$ cat src/rtl/cmc_pkg.sv
package cmc_pkg;

    localparam int DATA_W = 32;

    // byte offsets of the register words
    localparam logic [7:0] OFS_CTRL  = 8'h00;
    localparam logic [7:0] OFS_STAT  = 8'h04;
    localparam logic [7:0] OFS_IEN   = 8'h08;
    localparam logic [7:0] OFS_FCLR  = 8'h0C;
    localparam logic [7:0] OFS_HITS  = 8'h10;
    localparam logic [7:0] OFS_MISS  = 8'h14;

    // control word bit positions
    localparam int B_EN      = 0;
    localparam int B_INV     = 1;
    localparam int B_WAY     = 2;
    localparam int B_HIT_EN  = 16;
    localparam int B_MISS_EN = 17;
    localparam int B_HIT_CLR = 18;
    localparam int B_MISS_CLR= 19;

    // flag / enable bit positions shared by status, clear and enable words
    localparam int B_DONE = 1;
    localparam int B_ERR  = 2;

    typedef struct packed {
        logic miss_en;
        logic hit_en;
        logic way;
        logic inv;
        logic en;
    } ctrl_t;

    localparam ctrl_t CTRL_RST = '{miss_en: 1'b0, hit_en: 1'b0, way: 1'b1,
                                   inv: 1'b0, en: 1'b0};

    function automatic logic [DATA_W-1:0] pack_ctrl(input ctrl_t c);
        logic [DATA_W-1:0] w;
        w = '0;
        w[B_EN]      = c.en;
        w[B_INV]     = c.inv;
        w[B_WAY]     = c.way;
        w[B_HIT_EN]  = c.hit_en;
        w[B_MISS_EN] = c.miss_en;
        return w;
    endfunction

endpackage

$ cat src/rtl/cmc_inval_walk.sv
module cmc_inval_walk #(
    parameter int LINES = 64,
    localparam int IDX_W = (LINES > 1) ? $clog2(LINES) : 1
) (
    input  logic             clk,
    input  logic             rst,
    input  logic             start,
    output logic             busy,
    output logic             finish,
    output logic [IDX_W-1:0] idx
);
    localparam logic [IDX_W-1:0] LAST = IDX_W'(LINES - 1);

    always_ff @(posedge clk) begin
        if (rst) begin
            busy <= 1'b0;
            idx  <= '0;
        end else if (!busy) begin
            if (start) begin
                busy <= 1'b1;
                idx  <= '0;
            end
        end else if (idx == LAST) begin
            busy <= 1'b0;
        end else begin
            idx <= idx + 1'b1;
        end
    end

    assign finish = busy && (idx == LAST);

endmodule

$ cat src/rtl/cmc_sat_ctr.sv
module cmc_sat_ctr #(
    parameter int W = 16
) (
    input  logic         clk,
    input  logic         rst,
    input  logic         clr,
    input  logic         inc,
    output logic [W-1:0] count
);
    localparam logic [W-1:0] TOP = '1;

    always_ff @(posedge clk) begin
        if (rst || clr) begin
            count <= '0;
        end else if (inc && count != TOP) begin
            count <= count + 1'b1;
        end
    end

endmodule

$ cat src/rtl/cache_maint_ctrl.sv
module cache_maint_ctrl
    import cmc_pkg::*;
#(
    parameter int LINES  = 64,
    parameter int ADDR_W = 5,
    parameter int HIT_W  = 32,
    parameter int MISS_W = 16,
    localparam int IDX_W = (LINES > 1) ? $clog2(LINES) : 1
) (
    input  logic              clk,
    input  logic              rst,
    input  logic [ADDR_W-1:0] bus_addr,
    input  logic              bus_wr,
    input  logic [31:0]       bus_wdata,
    output logic [31:0]       bus_rdata,
    input  logic              hit_pulse,
    input  logic              miss_pulse,
    input  logic              err_pulse,
    output logic              tag_clr_vld,
    output logic [IDX_W-1:0]  tag_clr_idx,
    output logic              irq
);
    localparam int WA_W = ADDR_W - 2;

    logic [WA_W-1:0] word;
    logic sel_ctrl, sel_stat, sel_ien, sel_fclr, sel_hits, sel_miss;
    logic wr_ctrl, wr_ien, wr_fclr;

    ctrl_t ctrl_q;
    logic  busy, finish;
    logic  done_q, err_q;
    logic  ie_done_q, ie_err_q;
    logic [HIT_W-1:0]  hit_cnt;
    logic [MISS_W-1:0] miss_cnt;
    logic  unused_bits;

    assign word     = bus_addr[ADDR_W-1:2];
    assign sel_ctrl = (word == OFS_CTRL[ADDR_W-1:2]);
    assign sel_stat = (word == OFS_STAT[ADDR_W-1:2]);
    assign sel_ien  = (word == OFS_IEN[ADDR_W-1:2]);
    assign sel_fclr = (word == OFS_FCLR[ADDR_W-1:2]);
    assign sel_hits = (word == OFS_HITS[ADDR_W-1:2]);
    assign sel_miss = (word == OFS_MISS[ADDR_W-1:2]);

    assign wr_ctrl = bus_wr && sel_ctrl;
    assign wr_ien  = bus_wr && sel_ien;
    assign wr_fclr = bus_wr && sel_fclr;

    assign unused_bits = ^{bus_addr[1:0], sel_stat, sel_fclr, bus_wdata[31:20],
                           bus_wdata[15:3]};

    // control word
    always_ff @(posedge clk) begin
        if (rst) begin
            ctrl_q <= CTRL_RST;
        end else begin
            if (wr_ctrl) begin
                ctrl_q.en      <= bus_wdata[B_EN];
                ctrl_q.hit_en  <= bus_wdata[B_HIT_EN];
                ctrl_q.miss_en <= bus_wdata[B_MISS_EN];
                if (!ctrl_q.en) begin
                    ctrl_q.way <= bus_wdata[B_WAY];
                end
            end
            if (wr_ctrl && bus_wdata[B_INV] && !busy) begin
                ctrl_q.inv <= 1'b1;
            end else if (busy) begin
                ctrl_q.inv <= 1'b0;
            end
        end
    end

    // interrupt enables
    always_ff @(posedge clk) begin
        if (rst) begin
            ie_done_q <= 1'b0;
            ie_err_q  <= 1'b0;
        end else if (wr_ien) begin
            ie_done_q <= bus_wdata[B_DONE];
            ie_err_q  <= bus_wdata[B_ERR];
        end
    end

    // sticky flags: a set in the same cycle wins over a clear
    always_ff @(posedge clk) begin
        if (rst) begin
            done_q <= 1'b0;
            err_q  <= 1'b0;
        end else begin
            if (finish)
                done_q <= 1'b1;
            else if (wr_fclr && bus_wdata[B_DONE])
                done_q <= 1'b0;
            if (err_pulse)
                err_q <= 1'b1;
            else if (wr_fclr && bus_wdata[B_ERR])
                err_q <= 1'b0;
        end
    end

    assign irq = (done_q && ie_done_q) || (err_q && ie_err_q);

    cmc_inval_walk #(.LINES(LINES)) u_walk (
        .clk    (clk),
        .rst    (rst),
        .start  (ctrl_q.inv),
        .busy   (busy),
        .finish (finish),
        .idx    (tag_clr_idx)
    );

    assign tag_clr_vld = busy;

    cmc_sat_ctr #(.W(HIT_W)) u_hits (
        .clk   (clk),
        .rst   (rst),
        .clr   (wr_ctrl && bus_wdata[B_HIT_CLR]),
        .inc   (hit_pulse && ctrl_q.hit_en),
        .count (hit_cnt)
    );

    cmc_sat_ctr #(.W(MISS_W)) u_miss (
        .clk   (clk),
        .rst   (rst),
        .clr   (wr_ctrl && bus_wdata[B_MISS_CLR]),
        .inc   (miss_pulse && ctrl_q.miss_en),
        .count (miss_cnt)
    );

    // read mux
    always_comb begin
        bus_rdata = '0;
        if (sel_ctrl) begin
            bus_rdata = pack_ctrl(ctrl_q);
        end else if (sel_stat) begin
            bus_rdata[0]      = busy;
            bus_rdata[B_DONE] = done_q;
            bus_rdata[B_ERR]  = err_q;
        end else if (sel_ien) begin
            bus_rdata[B_DONE] = ie_done_q;
            bus_rdata[B_ERR]  = ie_err_q;
        end else if (sel_hits) begin
            bus_rdata[HIT_W-1:0] = hit_cnt;
        end else if (sel_miss) begin
            bus_rdata[MISS_W-1:0] = miss_cnt;
        end
    end

endmodule

$ cat config.mk
export PLATFORM = sky130hd
export DESIGN_NAME = cache_maint_ctrl
export DESIGN_NICKNAME = d
export VERILOG_FILES = /design/src/rtl/cmc_pkg.sv /design/src/rtl/cmc_inval_walk.sv /design/src/rtl/cmc_sat_ctr.sv /design/src/rtl/cache_maint_ctrl.sv
export SDC_FILE = /design/constraint.sdc
export NUM_CORES = 1
export LEC_CHECK = 0
export BUFFER_PORTS_ARGS = -buffer_cell sky130_fd_sc_hd__buf_2
export CAP_MARGIN = 5
export CORE_MARGIN = 4
export CORE_UTILIZATION = 56
export CTS_BUF_LIST = sky130_fd_sc_hd__clkbuf_8
export DETAILED_ROUTE_END_ITERATION = 10
export GPL_TIMING_DRIVEN = 0
export PLACE_DENSITY = 0.79
export SYNTH_ARGS = -nofsm -noshare
export SYNTH_HDL_FRONTEND = slang
export SYNTH_HIERARCHICAL = 1
export SYNTH_SLANG_ARGS = --single-unit
$ cat constraint.sdc
create_clock -name clk -period 2.5 [get_ports clk]
set_input_delay 0.625 -clock clk [delete_from_list [all_inputs] [get_ports clk]]
set_output_delay 0.625 -clock clk [all_outputs]
set_load 0.01 [all_outputs]
### After elaboration in Yosys (flattened, before gate mapping)

Index checks and enable logic that the tools add are counted.

| word-level totals | value |
|---|---|
| register bits | 64 |
| latch bits | 0 |
| RAM bits | 0 |
| bits in read-only memories | 0 |
| input port bits | 43 |
| output and inout port bits | 40 |
| logic and storage cells | 74 |
| memories | 0 |

| cells by class | value |
|---|---|
| $add $sub $neg | 3 |
| multiply operators | 0 |
| divide/modulo/power cells | 0 |
| order comparisons | 0 |
| equality and inequality tests | 9 |
| shifts and indexed selects | 0 |
| mux-type cells | 21 |
| bitwise gates (word level) | 1 |
| reduce and logical (&&, ||, !) cells | 27 |

Operators by type and width:

| kind | number |
|---|---|
| $mux W29 | 2 |
| $mux W16 | 3 |
| $add A32 B1 Y32 const B | 1 |
| $mux W32 | 1 |
| $ne A32 B32 Y1 const B | 1 |
| $mux W6 | 3 |
| $add A16 B1 Y16 const B | 1 |
| $logic_and A1 B1 Y1 | 16 |
| $ne A16 B16 Y1 const B | 1 |
| $mux W1 | 10 |
| $reduce_bool A2 Y1 | 4 |
| $add A6 B1 Y6 const B | 1 |
| $eq A3 B2 Y1 const B | 2 |
| $eq A3 B3 Y1 const B | 2 |
| $eq A6 B6 Y1 const B | 1 |
| $reduce_and A2 Y1 | 2 |
| $eq A3 B1 Y1 const B | 1 |
| $logic_not A3 Y1 | 1 |
| $logic_or A1 B1 Y1 | 3 |
| $mux W3 | 1 |
| $mux W2 | 1 |
| $ne A2 B2 Y1 const B | 1 |
| $logic_not A1 Y1 | 1 |
| $not A1 Y1 | 1 |

### Depth between registers and ports, before layout

| depth | value |
|---|---|
| word-level depth | 6 |
| mapped depth | 8 |
| gate-level depth less buffers | 6 |

### By module

Netlist, hierarchy kept.

Modules (own cells, without submodules):

| module | times used | cells an instance | area each (µm²) | sequential area each (µm²) |
|---|---|---|---|---|
| cmc_sat_ctr (u_hits) | 1 | 189 | 1681.6 | 640.6 |
| cmc_sat_ctr (u_miss) | 1 | 95 | 847.1 | 320.3 |
| cache_maint_ctrl | 1 | 92 | 802.0 | 180.2 |
| cmc_inval_walk | 1 | 41 | 355.3 | 140.1 |

### Worst setup path before layout

No wires, ideal clock.

| path | value |
|---|---|
| path kind | input to register |
| from | input port bus_addr[2] |
| to | register u_hits.count[22] |
| setup time | 134 ps |
| data arrival time | 1967 ps |
| required time | 2366 ps |
| slack | 399 ps |
| stages on the path | 6 |
| buffers on the path | 2 |
| cells stage by stage | nor4b_4 and2_1 or2_2 clkbuf_1 dlygate4sd1_1 a21oi_1 |

| between the ends | value |
|---|---|
| cells in the longest elaborated chain, start to end | 4 |

RTL lines:

| element | line | source |
|---|---|---|
| from (decl) | cache_maint_ctrl.sv:12 | `input logic [ADDR_W-1:0] bus_addr,` |
| $logic_not A3 Y1 | cache_maint_ctrl.sv:38 | `assign sel_ctrl = (word == OFS_CTRL[ADDR_W-1:2]);` |
| $logic_and A1 B1 Y1 | cache_maint_ctrl.sv:45 | `assign wr_ctrl = bus_wr && sel_ctrl;` |
| $logic_and A1 B1 Y1 | cache_maint_ctrl.sv:117 | `.clr (wr_ctrl && bus_wdata[B_HIT_CLR]),` |
| $logic_or A1 B1 Y1 | cmc_sat_ctr.sv:13 | `if (rst \|\| clr) begin` |
| to (signal assigned) | cmc_sat_ctr.sv:16 | `count <= count + 1'b1;` |
| to (decl) | cmc_sat_ctr.sv:8 | `output logic [W-1:0] count` |

No other way between the ends.
A chain may end at the register's enable or synchronous reset.

### Worst setup path in the final report

| path | value |
|---|---|
| from | input port bus_addr[2] |
| to | output port bus_rdata[4] |

| between the ends | value |
|---|---|
| cells in the longest elaborated chain, start to end | 6 |
| elaborated cells between the ends (all ways) | 10 |
| those cells by class | eq/ne (4); mux (5); reduce/logical (1) |

RTL lines:

| element | line | source |
|---|---|---|
| $eq A3 B3 Y1 | cache_maint_ctrl.sv:43 | `assign sel_miss = (word == OFS_MISS[ADDR_W-1:2]);` |
| $mux W16 | cache_maint_ctrl.sv:144 | `end else if (sel_miss) begin` |
| $mux W16 | cache_maint_ctrl.sv:142 | `end else if (sel_hits) begin` |
| $mux W29 | cache_maint_ctrl.sv:139 | `end else if (sel_ien) begin` |
| $mux W29 | cache_maint_ctrl.sv:135 | `end else if (sel_stat) begin` |
| $mux W32 * | cache_maint_ctrl.sv:133 | `if (sel_ctrl) begin` |
| to (decl) | cache_maint_ctrl.sv:15 | `output logic [31:0] bus_rdata,` |

Every way passes the cells marked *; elsewhere a longest branch is shown, timed or not.

==> impl_metrics.json <==
{
  "sw_frac_of_total_pct": 23.2,
  "grt_pass1_vias": 3230,
  "vias": 3569,
  "critical_path_arrival_ns": 1.79,
  "maxSlewViolCount": 0,
  "period_share_pct": 96.8,
  "syn_area_per_cell_um2": 8.84,
  "areaGrowthSynthToFinish_pct": 16.9,
  "synth.top_cells.by_area": "dfxtp_1 35%, a21oi_1 4.9%, and2_1 3.7%, or3_1 3.4%, a22o_1 3.3%",
  "yosysWarnings": 6,
  "cts-buffers-inserted": 9,
  "clk_pin_slew_ns": 0.07,
  "synth_compound_area_share_pct": 24.0,
  "drive_gt1_share_pct": 25.1,
  "clkPwrFrac_pct": 47.4,
  "critPathMaxStageDelay_ns": 0.26,
  "synthMuxAreaShare_pct": 3.87,
  "routabilityCongestion": 0.935,
  "ys_types": 69,
  "min_path_type": "reg2reg",
  "synth-seq-cells": 64,
  "hold_violations": 0,
  "p_per_area_nw_per_um2": 501,
  "antenna_found_initial": 0,
  "crit_chain": "buf_2 > buf_2 > and3b_2 > clkbuf_4 > a22o_1 > buf_2",
  "rsz0062_at_grt": "false",
  "diodes": 0,
  "worstSetupStartpointType": "input port",
  "clk_latency_ns": 0.35,
  "cts_hold_buf": 0,
  "crit_top_cell": "buf_2",
  "worstMarginPinSlew_ns": 0.717,
  "dr.pass1.iters": 8,
  "post-place-ws_ns": -0.118,
  "initial_core_util_pct": 57.7,
  "drcViolationCount": 0,
  "dieArea_um2": 7940,
  "status": "finished, final reports clean",
  "wirelength_um": 9190,
  "ys_seq_area_share_pct": 34.8,
  "p_seq_share_pct": 47.7,
  "ios": 83,
  "netlist_area_um2": 3690,
  "dieWidth_um": 89.1,
  "path_class": "in2out",
  "nets": 531,
  "synth_edf_count": 0,
  "endpoint_kind": "primary output",
  "crit_required_ns": 1.88,
  "syn_inst": 417,
  "core_um2": 6390,
  "final-setup-viol-count": 0,
  "p_comb_share_pct": 4.9,
  "synth-simple-area-share_pct": 31.1,
  "critPathMaxFanout": 10,
  "synth-xor-area-share_pct": 1.19,
  "hold_start": "u_hits/count[27]",
  "dp.cells": 549,
  "grt_max_degree": 13,
  "htree_levels": 3,
  "place_hpwl_um": 6600,
  "synth.net_count": 463,
  "total_power_mw": 2.16,
  "synth_top_area_share_pct": 34.8,
  "synthFlopType": "dfxtp_1",
  "synth_top_family_by_area": "simple AND/OR/NAND/NOR gates",
  "gr-usage-all-layers_pct": 24.0,
  "drt_iter0_markers": 171,
  "cts_tree": "yes",
  "power.internal_mw": 1.66,
  "regToRegStartpoint": "u_hits/count[0]",
  "synth.largest_area_cell": "dfxtp_1",
  "instances_no_fill": 567,
  "postRouteAntennaNets": 0,
  "setup_ws_ns": 0.0811,
  "synth_fa_ha_area_share_pct": 1.02,
  "clock_path_buffers": 2,
  "clock_skew_ns": 0.0129,
  "io_buffers": 55,
  "grt_pass1_wl_um": 15000,
  "startpoint": "bus_addr[2]",
  "fin_tns_setup_ns": 0,
  "viasPerCell": 6.29,
  "fmax_mhz": 413,
  "cts_sinks": 64,
  "p_leak_nw": 1.61,
  "p_sw_mw": 0.501,
  "cpMaxStageDelayCell": "and3b_2",
  "synth_async_sr_flop_share_pct": 0,
  "cts_root_buf": "clkbuf_8",
  "overflow": 0,
  "die_h_um": 89.1,
  "cap_violations": 0,
  "ir_worst_vdd_v": 0.000359,
  "maxSlewHeadroom_pct": 51.4,
  "num_rows": 29,
  "wl_per_cell_um": 16.2,
  "layout_min_cycle_time_ns": 2.42,
  "utilization_pct": 67.5
}
flip-flops by register name, summed over array words and instances (netlist names):
signal,count
u_hits/count,32
u_miss/count,16
u_walk/idx,6
ctrl_q,5
done_q,1
err_q,1
ie_done_q,1
ie_err_q,1
u_walk/busy,1
repair_timing:
item                                    CTS  global route
buffers inserted                          0             2
pin swaps                                 0             0
endpoints found under the setup margin    4            14
gates resized for setup                   1             2
through the flow:
stage               instance area [um^2]  hold WS [ns]
global route                        4310         0.517
global placement                    4060         0.480
finish                              4310         0.503
floorplan                           3690         0.462
detailed placement                  4060         0.490
CTS                                 4290         0.502
layout make-up:
cell class | count | area [um^2]
multi-input combinational | 325 | 2260
fill | 495 | 2080
sequential | 64 | 1280
timing repair buffer | 57 | 290
clock buffer | 10 | 138
buffer | 19 | 120
tap | 77 | 96.3
clock inverter | 6 | 92.6
inverter | 9 | 33.8
worst max-delay path: cells and delay by family:
family / cells / cell delay (ns)
buffers and inverters: 4 / 0.65
AND/OR/NAND/NOR: 1 / 0.26
AO/OA/AOI/OAI: 1 / 0.26
kinds of logic after synthesis:
| kind of cell | Yosys count |
|---|---|
| AND/OR/NAND/NOR | 179 |
| multiplexers | 13 |
| flip-flops | 64 |
| XOR/XNOR | 5 |
| AO/OA/AOI/OAI | 125 |
| adder cells (fa/ha/maj) | 3 |
| buffers and inverters | 28 |
Yosys cell counts, types with 2 or more instances:
master and number:
buf_2 4, a41o_1 4, nor2b_1 3, and2_1 22, inv_1 9, o21ai_1 8
nand2_1 21, and3_4 2, nand4_2 3, o31ai_4 2, nand3b_1 2, buf_6 4
a22o_1 14, ha_1 3, or2_2 2, or3_1 20, or4_4 2, clkbuf_1 7
or4_1 12, nand2_2 2, a21oi_2 7, nor2_1 21, nor3_1 6, mux2i_1 12
dfxtp_1 64, xor2_1 3, and4_4 2, a31oi_1 4, and4_1 8, o21ai_0 19
or3_2 4, o31ai_1 12, o21a_1 3, nand4_1 13, xnor2_1 2, nand3_1 18
and3_1 2, and3_2 2, a21oi_1 36, a311oi_1 4
power groups by stage:
stage	logic (mW)	registers, mW	clock network, mW
after floorplan	0.0611	1.05	0
final	0.105	1.03	1.02
after CTS	0.103	1.03	1.04
after global routing	0.115	1.03	1.08
after global placement	0.0997	1.05	0
after detailed placement	0.102	1.05	0
layout by cell type, fill, tap and decap left out, types with 3 or more instances in the layout:
master    synthesis  final
a21oi_1          36     36
a21oi_2           7      7
a22o_1           14     14
a311oi_1          4      4
a31oi_1           4      4
a41o_1            4      4
and2_1           22     22
and4_1            8      8
buf_2             4     58
buf_4             1      3
buf_6             4      4
clkbuf_1          7      6
clkbuf_8          0     10
dfxtp_1          64     64
ha_1              3      3
inv_1             9      9
mux2i_1          12     12
nand2_1          21     21
nand3_1          18     18
nand4_1          13     13
nand4_2           3      3
nor2_1           21     21
nor2b_1           3      3
nor3_1            6      6
o21a_1            3      3
o21ai_0          19     19
o21ai_1           8      8
o31ai_1          12     12
or3_1            20     20
or3_2             4      4
or4_1            12     12
xor2_1            3      3
final timing paths:
| check | end | slack, ns | depth (start not counted) |
|---|---|---|---|
| worst min-delay path | u_hits/count[27] | 0.50 | 2 |
| worst max register to register | u_hits/count[1] | 0.35 | 8 |
| worst max-delay path | bus_rdata[4] | 0.08 | 6 |
| worst min register to register | u_hits/count[27] | 0.50 | 2 |
routing by layer:
layer / share of wire [%] / routed length, um / global-route usage, % / vias to the layer above
li1: - / - / - / 1752
met1: 45 / 4130 / 30.7 / 1697
met2: 48 / 4460 / 39.7 / 107
met3: 5.3 / 487 / 5.90 / 13
met4: 1.3 / 119 / 7.85 / 0
met5: 0 / 0 / 0 / -
(Power assumes the default switching activity.)
